<file path="src/rtl/dshift_pkg.sv">
// Package: shared types for the decimal floating shift-left engine.
// Assumes one memory word = one flag bit above a 4-bit BCD digit.
package dshift_pkg;

    typedef struct packed {
        logic       flag;
        logic [3:0] digit;
    } dword_t;

    typedef enum logic [2:0] {
        S_IDLE,
        S_RD_SIGN,
        S_RD_SRC,
        S_WR_DST,
        S_CLR_SRC,
        S_FILL_ZERO,
        S_FILL_RD,
        S_FILL_EVAL
    } state_t;

endpackage

</file>
<file path="src/rtl/dshift_opnd.sv">
// Module: operand holder. Latches the addresses and the length when a start
// is accepted. Captures the sign flag and the old high-order digit from the
// memory read data at fixed points of the sequence.
// Assumes read data arrives one cycle after the read was issued.
module dshift_opnd
    import dshift_pkg::*;
#(
    parameter int AW = 10,
    parameter int LW = 6
) (
    input  logic          clk_i,
    input  logic          rst_ni,
    input  logic          start_i,
    input  state_t        state_i,
    input  logic [LW-1:0] idx_i,
    input  logic [AW-1:0] new_high_i,
    input  logic [AW-1:0] units_i,
    input  logic [LW-1:0] len_i,
    input  dword_t        rdata_i,
    output logic [AW-1:0] high_q_o,
    output logic [AW-1:0] units_q_o,
    output logic [LW-1:0] len_q_o,
    output logic          neg_q_o,
    output logic [3:0]    top_digit_q_o
);

    logic first_idx;
    assign first_idx = (idx_i == '0);

    // Capture operands on an accepted start.
    always_ff @(posedge clk_i) begin
        if (!rst_ni) begin
            high_q_o  <= '0;
            units_q_o <= '0;
            len_q_o   <= '0;
        end else if (state_i == S_IDLE && start_i) begin
            high_q_o  <= new_high_i;
            units_q_o <= units_i;
            len_q_o   <= len_i;
        end
    end

    // Capture the sign (units flag) and the old high-order digit.
    always_ff @(posedge clk_i) begin
        if (!rst_ni) begin
            neg_q_o       <= 1'b0;
            top_digit_q_o <= 4'd0;
        end else begin
            if (state_i == S_RD_SRC && first_idx) begin
                neg_q_o <= rdata_i.flag;
            end
            if (state_i == S_WR_DST && first_idx) begin
                top_digit_q_o <= rdata_i.digit;
            end
        end
    end

endmodule

</file>
<file path="src/rtl/dshift_seq.sv">
// Module: sequencer. Steps through the sign read, the high-to-low copy, the
// source flag clear and the ascending zero fill. Produces the digit index,
// the fill offset and the one-cycle done pulse.
// Assumes len >= 2; the copy loop ends at index len-1.
module dshift_seq
    import dshift_pkg::*;
#(
    parameter int AW = 10,
    parameter int LW = 6
) (
    input  logic          clk_i,
    input  logic          rst_ni,
    input  logic          start_i,
    input  logic [LW-1:0] len_q_i,
    input  logic          rd_flag_i,
    output state_t        state_o,
    output logic [LW-1:0] idx_o,
    output logic [AW-1:0] off_o,
    output logic          done_o
);

    logic last_idx;
    logic first_idx;
    assign last_idx  = (idx_o == len_q_i - LW'(1));
    assign first_idx = (idx_o == '0);

    // State, counters and done pulse.
    always_ff @(posedge clk_i) begin
        if (!rst_ni) begin
            state_o <= S_IDLE;
            idx_o   <= '0;
            off_o   <= '0;
            done_o  <= 1'b0;
        end else begin
            done_o <= 1'b0;
            case (state_o)
                S_IDLE: begin
                    if (start_i) begin
                        state_o <= S_RD_SIGN;
                        idx_o   <= '0;
                        off_o   <= '0;
                    end
                end
                S_RD_SIGN: state_o <= S_RD_SRC;
                S_RD_SRC:  state_o <= S_WR_DST;
                S_WR_DST: begin
                    if (first_idx) begin
                        state_o <= S_CLR_SRC;
                    end else if (last_idx) begin
                        state_o <= S_FILL_ZERO;
                    end else begin
                        idx_o   <= idx_o + LW'(1);
                        state_o <= S_RD_SRC;
                    end
                end
                S_CLR_SRC: begin
                    if (last_idx) begin
                        state_o <= S_FILL_ZERO;
                    end else begin
                        idx_o   <= idx_o + LW'(1);
                        state_o <= S_RD_SRC;
                    end
                end
                S_FILL_ZERO: state_o <= S_FILL_RD;
                S_FILL_RD:   state_o <= S_FILL_EVAL;
                S_FILL_EVAL: begin
                    if (rd_flag_i) begin
                        state_o <= S_IDLE;
                        done_o  <= 1'b1;
                    end else begin
                        off_o   <= off_o + AW'(1);
                        state_o <= S_FILL_RD;
                    end
                end
                default: state_o <= S_IDLE;
            endcase
        end
    end

endmodule

</file>
<file path="src/rtl/dshift_membus.sv">
// Module: memory bus former. Combinational. Turns the sequencer state and the
// held operands into one memory access per cycle.
// Assumes read data for the previous cycle's read is on rdata_i.
module dshift_membus
    import dshift_pkg::*;
#(
    parameter int AW = 10,
    parameter int LW = 6
) (
    input  state_t        state_i,
    input  logic [LW-1:0] idx_i,
    input  logic [AW-1:0] off_i,
    input  logic [AW-1:0] high_q_i,
    input  logic [AW-1:0] units_q_i,
    input  logic [LW-1:0] len_q_i,
    input  logic          neg_q_i,
    input  logic [3:0]    top_digit_q_i,
    input  dword_t        rdata_i,
    output logic          en_o,
    output logic          we_o,
    output logic [AW-1:0] addr_o,
    output dword_t        wdata_o
);

    logic [AW-1:0] len_ext;
    logic [AW-1:0] idx_ext;
    logic [AW-1:0] src_base;
    logic [AW-1:0] fill_base;
    logic [AW-1:0] probe_addr;

    assign len_ext    = AW'(len_q_i);
    assign idx_ext    = AW'(idx_i);
    assign src_base   = units_q_i - len_ext + AW'(1);
    assign fill_base  = high_q_i + len_ext;
    assign probe_addr = fill_base + off_i + AW'(1);

    // Select the single access for this cycle.
    always_comb begin
        en_o    = 1'b0;
        we_o    = 1'b0;
        addr_o  = '0;
        wdata_o = '0;
        case (state_i)
            S_RD_SIGN: begin
                en_o   = 1'b1;
                addr_o = units_q_i;
            end
            S_RD_SRC: begin
                en_o   = 1'b1;
                addr_o = src_base + idx_ext;
            end
            S_WR_DST: begin
                en_o          = 1'b1;
                we_o          = 1'b1;
                addr_o        = high_q_i + idx_ext;
                wdata_o.digit = rdata_i.digit;
                wdata_o.flag  = (idx_i == '0) ? rdata_i.flag : 1'b0;
            end
            S_CLR_SRC: begin
                en_o          = 1'b1;
                we_o          = 1'b1;
                addr_o        = src_base;
                wdata_o.digit = top_digit_q_i;
            end
            S_FILL_ZERO: begin
                en_o   = 1'b1;
                we_o   = 1'b1;
                addr_o = fill_base;
            end
            S_FILL_RD: begin
                en_o   = 1'b1;
                addr_o = probe_addr;
            end
            S_FILL_EVAL: begin
                addr_o = probe_addr;
                if (!rdata_i.flag) begin
                    en_o = 1'b1;
                    we_o = 1'b1;
                end else if (neg_q_i) begin
                    en_o         = 1'b1;
                    we_o         = 1'b1;
                    wdata_o.flag = 1'b1;
                end
            end
            default: ;
        endcase
    end

endmodule

</file>
<file path="src/rtl/dshift_engine.sv">
// Module: top of the decimal floating shift-left engine. Widens a flagged-BCD
// mantissa downward in memory: copies the high-to-low digits, then zero-fills
// upward until a flag, applying the sign rule at the stop.
// Assumes len >= 2, units - new_high + 1 > len, and a single-port memory
// with one-cycle read latency.
module dshift_engine
    import dshift_pkg::*;
#(
    parameter int AW = 10,
    parameter int LW = 6
) (
    input  logic          clk_i,
    input  logic          rst_ni,
    input  logic          start_i,
    input  logic [AW-1:0] new_high_i,
    input  logic [AW-1:0] units_i,
    input  logic [LW-1:0] len_i,
    output logic          busy_o,
    output logic          done_o,
    output logic          mem_en_o,
    output logic          mem_we_o,
    output logic [AW-1:0] mem_addr_o,
    output logic [4:0]    mem_wdata_o,
    input  logic [4:0]    mem_rdata_i
);

    state_t        state;
    logic [LW-1:0] idx;
    logic [AW-1:0] off;
    logic [AW-1:0] high_q;
    logic [AW-1:0] units_q;
    logic [LW-1:0] len_q;
    logic          neg_q;
    logic [3:0]    top_digit_q;
    dword_t        rdata;
    dword_t        wdata;

    assign rdata       = dword_t'(mem_rdata_i);
    assign mem_wdata_o = wdata;
    assign busy_o      = (state != S_IDLE);

    dshift_seq #(.AW(AW), .LW(LW)) u_seq (
        .clk_i     (clk_i),
        .rst_ni    (rst_ni),
        .start_i   (start_i),
        .len_q_i   (len_q),
        .rd_flag_i (rdata.flag),
        .state_o   (state),
        .idx_o     (idx),
        .off_o     (off),
        .done_o    (done_o)
    );

    dshift_opnd #(.AW(AW), .LW(LW)) u_opnd (
        .clk_i         (clk_i),
        .rst_ni        (rst_ni),
        .start_i       (start_i),
        .state_i       (state),
        .idx_i         (idx),
        .new_high_i    (new_high_i),
        .units_i       (units_i),
        .len_i         (len_i),
        .rdata_i       (rdata),
        .high_q_o      (high_q),
        .units_q_o     (units_q),
        .len_q_o       (len_q),
        .neg_q_o       (neg_q),
        .top_digit_q_o (top_digit_q)
    );

    dshift_membus #(.AW(AW), .LW(LW)) u_bus (
        .state_i       (state),
        .idx_i         (idx),
        .off_i         (off),
        .high_q_i      (high_q),
        .units_q_i     (units_q),
        .len_q_i       (len_q),
        .neg_q_i       (neg_q),
        .top_digit_q_i (top_digit_q),
        .rdata_i       (rdata),
        .en_o          (mem_en_o),
        .we_o          (mem_we_o),
        .addr_o        (mem_addr_o),
        .wdata_o       (wdata)
    );

endmodule

</file>
<file path="config.mk">
export PLATFORM = sky130hd
export DESIGN_NAME = dshift_engine
export DESIGN_NICKNAME = d
export VERILOG_FILES = /design/src/rtl/dshift_pkg.sv /design/src/rtl/dshift_opnd.sv /design/src/rtl/dshift_seq.sv /design/src/rtl/dshift_membus.sv /design/src/rtl/dshift_engine.sv
export SDC_FILE = /design/constraint.sdc
export NUM_CORES = 1
export LEC_CHECK = 0
export ABC_AREA = 1
export BUFFER_PORTS_ARGS = -buffer_cell sky130_fd_sc_hd__buf_2
export CORE_MARGIN = 2
export CORE_UTILIZATION = 60
export CTS_CLUSTER_SIZE = 28
export DETAILED_ROUTE_END_ITERATION = 8
export GPL_ROUTABILITY_DRIVEN = 0
export HOLD_SLACK_MARGIN = 0.08
export PLACE_DENSITY_LB_ADDON = 0.08
export SYNTH_ARGS = -nofsm -noshare
export SYNTH_HDL_FRONTEND = slang
export SYNTH_SLANG_ARGS = --single-unit
</file>
<file path="constraint.sdc">
create_clock -name clk_i -period 4.2 [get_ports clk_i]
set_input_delay 0.84 -clock clk_i [delete_from_list [all_inputs] [get_ports clk_i]]
set_output_delay 0.84 -clock clk_i [all_outputs]
set_load 0.03 [all_outputs]
</file>
# --- Word level (Yosys, flattened, before mapping) ---
# Cells that the tools add are included.
classes:
  add_sub_neg: 10
  multipliers: 0
  div: 0
  order_cmp: 0
  eq_ne: 11
  n_shift: 0
  n_mux: 22
  bitwise_logic: 0
  reduce_logical: 14
ops:
  columns: ["operator", "count"]
  rows:
  - ["one-hot mux 10 bit (6 select lines)", 1]
  - ["adder 10 x 1 -> 10 bit, second input constant", 3]
  - ["adder 10 x 6 -> 10 bit", 3]
  - ["one-hot mux 3 bit (8 select lines)", 1]
  - ["2-to-1 mux 10 bit", 2]
  - ["one-hot mux 10 bit (2 select lines)", 1]
  - ["2-to-1 mux 6 bit", 3]
  - ["one-hot mux 6 bit (3 select lines)", 1]
  - ["equality test 3 bit, second input constant", 4]
  - ["2-to-1 mux 3 bit", 4]
  - ["adder 10 bit", 1]
  - ["subtractor 10 x 6 -> 10 bit", 1]
  - ["one-hot mux 4 bit (2 select lines)", 1]
  - ["adder 6 x 1 -> 6 bit, second input constant", 1]
  - ["equality test 3 x 2 -> 1 bit, second input constant", 2]
  - ["equality test 6 bit", 1]
  - ["zero test 6 bit", 1]
  - ["inequality test 2 bit, second input constant", 3]
  - ["one-hot mux 1 bit (2 select lines)", 3]
  - ["AND reduction 3 bit", 2]
  - ["nonzero test 3 bit", 2]
  - ["OR reduction 6 bit", 1]
  - ["subtractor 6 x 1 -> 6 bit, second input constant", 1]
  - ["2-to-1 mux 1 bit", 5]
  - ["other kinds (7)", 9]
word_totals:
  reg_bits: 51
  latch_bits: 0
  mem_bits_rw: 0
  rom_bits: 0
  in_bits: 34
  output_inout_bits: 19
  wordCells: 66
  mem_count: 0

# --- Longest topological paths before layout ---
logic_depth:
  word_depth: 5
  depth_mapped: 23
  mapped_depth_nobuf: 23

# --- Hierarchy ---
# From an unflattened synthesis, not the netlist that was laid out.
hier_totals:
  hier_cells: 762
  area_unflattened_um2: 4865.9
modules_own_cells:
  columns: ["mod", "n_inst", "cells_per_inst", "area_each_um2", "seq_area_each_um2"]
  rows:
  - ["dshift_membus", 1, 399, 2223.4, 0.0]
  - ["dshift_seq", 1, 203, 1378.8, 400.4]
  - ["dshift_opnd", 1, 157, 1252.5, 620.6]
  - ["dshift_engine", 1, 3, 11.3, 0.0]

# --- Worst setup path before layout ---
# OpenSTA, ideal clock, no wires.
synth_path:
  path_type: "flip-flop to output port"
  startpoint: "register u_opnd.len_q_o[4]"
  endpoint: "output mem_addr_o[8]"
  arrival_time_ns: 2.883
  required_time_ns: 3.360
  setup_slack_ns: 0.477
  path_stages_with_launch: 17
  path_buffers: 0
  path_cell_list: "dfxtp_1 -> inv_1 -> ha_1 -> ha_1 -> or2_2 -> and2_1 -> xor2_1 -> nand2_1 -> o21ai_0 -> ha_1 -> inv_1 -> o21ai_0 -> nand2_1 -> nor2_1 -> nand2_1 -> nand3_1 -> nand3_1"
synth_via:
  elab_chain_cells: 4
  elab_cells_between_ends: 7
  cone_classes: "add/sub (6); mux (1)"
synth_lines:
  columns: ["element", "line_no", "text"]
  rows:
  - ["from (decl)", "dshift_opnd.sv:22", "output logic [LW-1:0] len_q_o,"]
  - ["from (signal assigned)", "dshift_opnd.sv:39", "len_q_o <= len_i;"]
  - ["adder 10 x 6 -> 10 bit or subtractor 10 x 6 -> 10 bit (tied branches)", "dshift_membus.sv:34, dshift_membus.sv:33", null]
  - ["adder 10 bit or adder 10 x 1 -> 10 bit (tied branches)", "dshift_membus.sv:35, dshift_membus.sv:33", null]
  - ["adder 10 x 1 -> 10 bit or adder 10 x 6 -> 10 bit (tied branches)", "dshift_membus.sv:35, dshift_membus.sv:50", null]
  - ["one-hot mux 10 bit (6 select lines) *", "dshift_membus.sv:43", "case (state_i)"]
  - ["to (decl)", "dshift_engine.sv:22", "output logic [AW-1:0] mem_addr_o,"]
# Every way passes the cells marked *; elsewhere a longest branch is shown, timed or not.

# --- Worst setup path in the final report ---
layout_path:
  startpoint: "register u_opnd.units_q_o[1]"
  endpoint: "output mem_addr_o[4]"
layout_via:
  elab_chain_cells: 4
layout_lines:
  columns: ["element", "line_no", "text"]
  rows:
  - ["from (decl)", "dshift_opnd.sv:21", "output logic [AW-1:0] units_q_o,"]
  - ["from (signal assigned)", "dshift_opnd.sv:38", "units_q_o <= units_i;"]
  - ["subtractor 10 x 6 -> 10 bit *", "dshift_membus.sv:33", "assign src_base = units_q_i - len_ext + AW'(1);"]
  - ["adder 10 x 1 -> 10 bit *", "dshift_membus.sv:33", null]
  - ["adder 10 x 6 -> 10 bit", "dshift_membus.sv:50", "addr_o = src_base + idx_ext;"]
  - ["one-hot mux 10 bit (6 select lines) *", "dshift_membus.sv:43", null]
# Marks and branches as above.

==> impl_metrics.tcl <==
set metrics [dict create \
    grt_pass1_wl_um 20780 \
    path_clk_slew_ps 100 \
    finalSetupViolCount 0 \
    worstHoldPathType "reg2reg" \
    synth_top_area_cell "dfxtp_1" \
    cts_tree "done" \
    vias_per_cell 5.926 \
    cellPowerDensity_mw_per_mm2 471.9 \
    cts_buffers 5 \
    max_slew_margin_pct 44.71 \
    post-dp-hpwl_um 9631 \
    synth_top_area_share_pct 23.06 \
    path_max_fanout 4 \
    ioPinCount 53 \
    multiInputGateArea_sq_mm 0.003281 \
    syn_inst 683 \
    drt_iter0_drc 423 \
    seqCellArea_sq_mm 0.001036 \
    cts_max_level 2 \
    overflow 0 \
    num_rows 31 \
    ys_async_sr_fraction_pct 0 \
    n_antenna_cell 0 \
    critical_path.endpoint_type "primary output" \
    dieArea_sq_mm 0.008081 \
    initial_core_util_pct 61.36 \
    antenna_found_initial 0 \
    syn_area_sq_mm 0.004427 \
    p_leak_nw 2.583 \
    totalWireLength_um 13700 \
    design_area_sq_mm 0.005344 \
    core-area_sq_mm 0.007214 \
    wl_per_cell_um 16.27 \
    rsz0062_at_grt "yes" \
    yosysWarnings 0 \
    fin_crit_sh_pct 98.97 \
    dpl_cell_area_sq_mm 0.004785 \
    crit_required_ps 3360 \
    die_w_um 89.90 \
    cts_hold_buffers 0 \
    dr.pass1.iters 5 \
    tns_ps 0 \
    fin_skew_ps 8.848 \
    synthFlopType "dfxtp_1" \
    grt_pass1_vias 4654 \
    fp.dieH_um 89.90 \
    fin_crit_ps 4157 \
    remaining_drc_errors 0 \
    ys_seq_area_share_pct 23.06 \
    clockBufferDepth 2 \
    cts_root_buf "clkbuf_8" \
    synth_edf_count 0 \
    syn2layout_area_growth_pct 20.72 \
    criticalPathCategory "reg2out" \
    port_buffers 52 \
    cts.sinks 51 \
    nFillCells 571 \
    grt_max_degree 49 \
    nNetsFinal 819 \
    syn_avg_cell_area_sq_um 6.481 \
    slew_viol_final 0 \
    fmax_mhz 240.6 \
    num_vias 4990 \
    grt_usage_pct 31.18 \
    crit_arrival_ps 3320 \
    drv_cap 0 \
    tightest_slew_ps 826.5 \
    clock_latency_ps 320 \
    finalHoldViolCount 0 \
    yosys_register_bits 51 \
    ir_drop_v 0.0002765 \
    layout-drive-gt1-share_pct 23.15 \
    yosysUniqueCellTypes 45 \
    status "complete, no violations" \
    ant_nets 0 \
    synth.area.top_cells "dfxtp_1 (23%), nand2_1 (14%), ha_1 (11%)" \
    synth_fp_nets 760 \
    worstSetupStartpointType "register" \
]
logic make-up after synthesis:
logic type | after synthesis | synth area share [%]
AOI/OAI and AO/OA | 135 | 16.76
DFF | 51 | 23.06
and+or+nand+nor | 322 | 33.38
xor gates and xnor gates | 19 | 4.070
adders and majority gates | 43 | 12.83
buffers and inverters | 113 | 9.892
metrics by stage:
stage               hold WS (ps)  setup WS, ps  utilization (%)  power, W  std cells
detailed placement         458.3         129.4            66.32  0.001786        825
CTS                        472.2         5.604            69.35  0.002278        838
global route               503.0        -123.0            74.07  0.002676        842
global placement           448.7         234.1            66.32  0.001756        825
finish                     470.4         43.39            74.07  0.002522        842
floorplan                  440.6         476.5                -  0.001505        683
worst max-delay path, cell delays in order (launching register included):
cell,delay (ps)
dfxtp_2,350
inv_4,50
ha_4,210
inv_4,60
ha_4,140
inv_2,40
fa_2,400
nand2_1,100
nand2_2,90
o21ai_2,180
ha_4,250
a21oi_4,170
nand2_2,100
or2_2,290
nand3_1,70
o21ai_0,80
nor2_1,80
o21ai_0,130
buf_2,210
cells in the mapped netlist, types with 6 or more instances:
master and n:
nand2_1 161, inv_1 94, a21oi_1 66, nand3_1 63, dfxtp_1 51, nor2_1 47
o21ai_0 46, ha_1 39, nor3_1 13, xor2_1 12, clkbuf_1 8, nand4_1 8
or2_2 8, xnor2_1 6
layer usage:
| layer | GRT usage [%] | up-vias | share of wire (%) |
|---|---|---|---|
| li1 | - | 2380 | - |
| met1 | 38.17 | 2302 | 40 |
| met2 | 56.00 | 252 | 48 |
| met3 | 3.018 | 56 | 7.3 |
| met4 | 13.08 | 0 | 4.3 |
| met5 | 0 | - | 0 |
cell usage in the layout (no fill, tap or decap), drive strengths merged, types with 2 or more instances in the layout:
master / n
nand4: 9
nor2: 53
a22o: 4
ha: 39
o211ai: 3
a31oi: 2
o21bai: 2
xnor2: 6
xor2: 12
nand3b: 2
a21o: 2
buf: 66
fa: 4
clkbuf: 6
o21ai: 46
o2111ai: 2
and2: 2
nand3: 65
a221oi: 2
a21oi: 66
or2: 9
bufinv: 2
nand2: 168
inv: 99
dfxtp: 51
nor3: 13
where the power goes:
part,switching (W),total (W),internal [W]
sequential,0.0000787,0.000619,0.000541
clock,0.000184,0.000423,0.000238
combinational,0.000910,0.00148,0.000569
sequential cells by signal, indices dropped and copies added, names as in the netlist, 3 cells and up:
signal,count
u_opnd.high_q_o,10
u_opnd.units_q_o,10
u_seq.idx_o,6
u_seq.state_o,3
u_opnd.top_digit_q_o,4
u_opnd.len_q_o,6
u_seq.off_o,10
timing repair:
item                       4_1_cts  5_1_grt
hold endpoints to repair         0        0
setup buffers                    5        4
pin swaps                        9       30
gates resized for setup         21       73
setup endpoints to repair        5        7
cloned                           0        0
final timing paths:
path,start,to,slack [ps],cells after the start
worst max-delay path,u_opnd.units_q_o[1]$_SDFFE_PN0P_,mem_addr_o[4],40,18
worst min-delay path,u_opnd.top_digit_q_o[1]$_SDFFE_PN0P_,u_opnd.top_digit_q_o[1]$_SDFFE_PN0P_,470,2
worst max register to register,u_seq.state_o[2]$_SDFFE_PN0P_,u_seq.idx_o[4]$_SDFFE_PN0P_,1820,10
worst min register to register,u_opnd.top_digit_q_o[1]$_SDFFE_PN0P_,u_opnd.top_digit_q_o[1]$_SDFFE_PN0P_,470,2
cell type report:
class / count / area share (%)
Multi-Input combinational cell: 519 / 61.39
Clock buffer: 6 / 1.358
Timing Repair Buffer: 66 / 7.235
Inverter: 99 / 7.188
Sequential cell: 51 / 19.39
Clock inverter: 2 / 1.124
Tap cell: 99 / 2.318
Note: power is estimated with default switching activity, not from simulation.
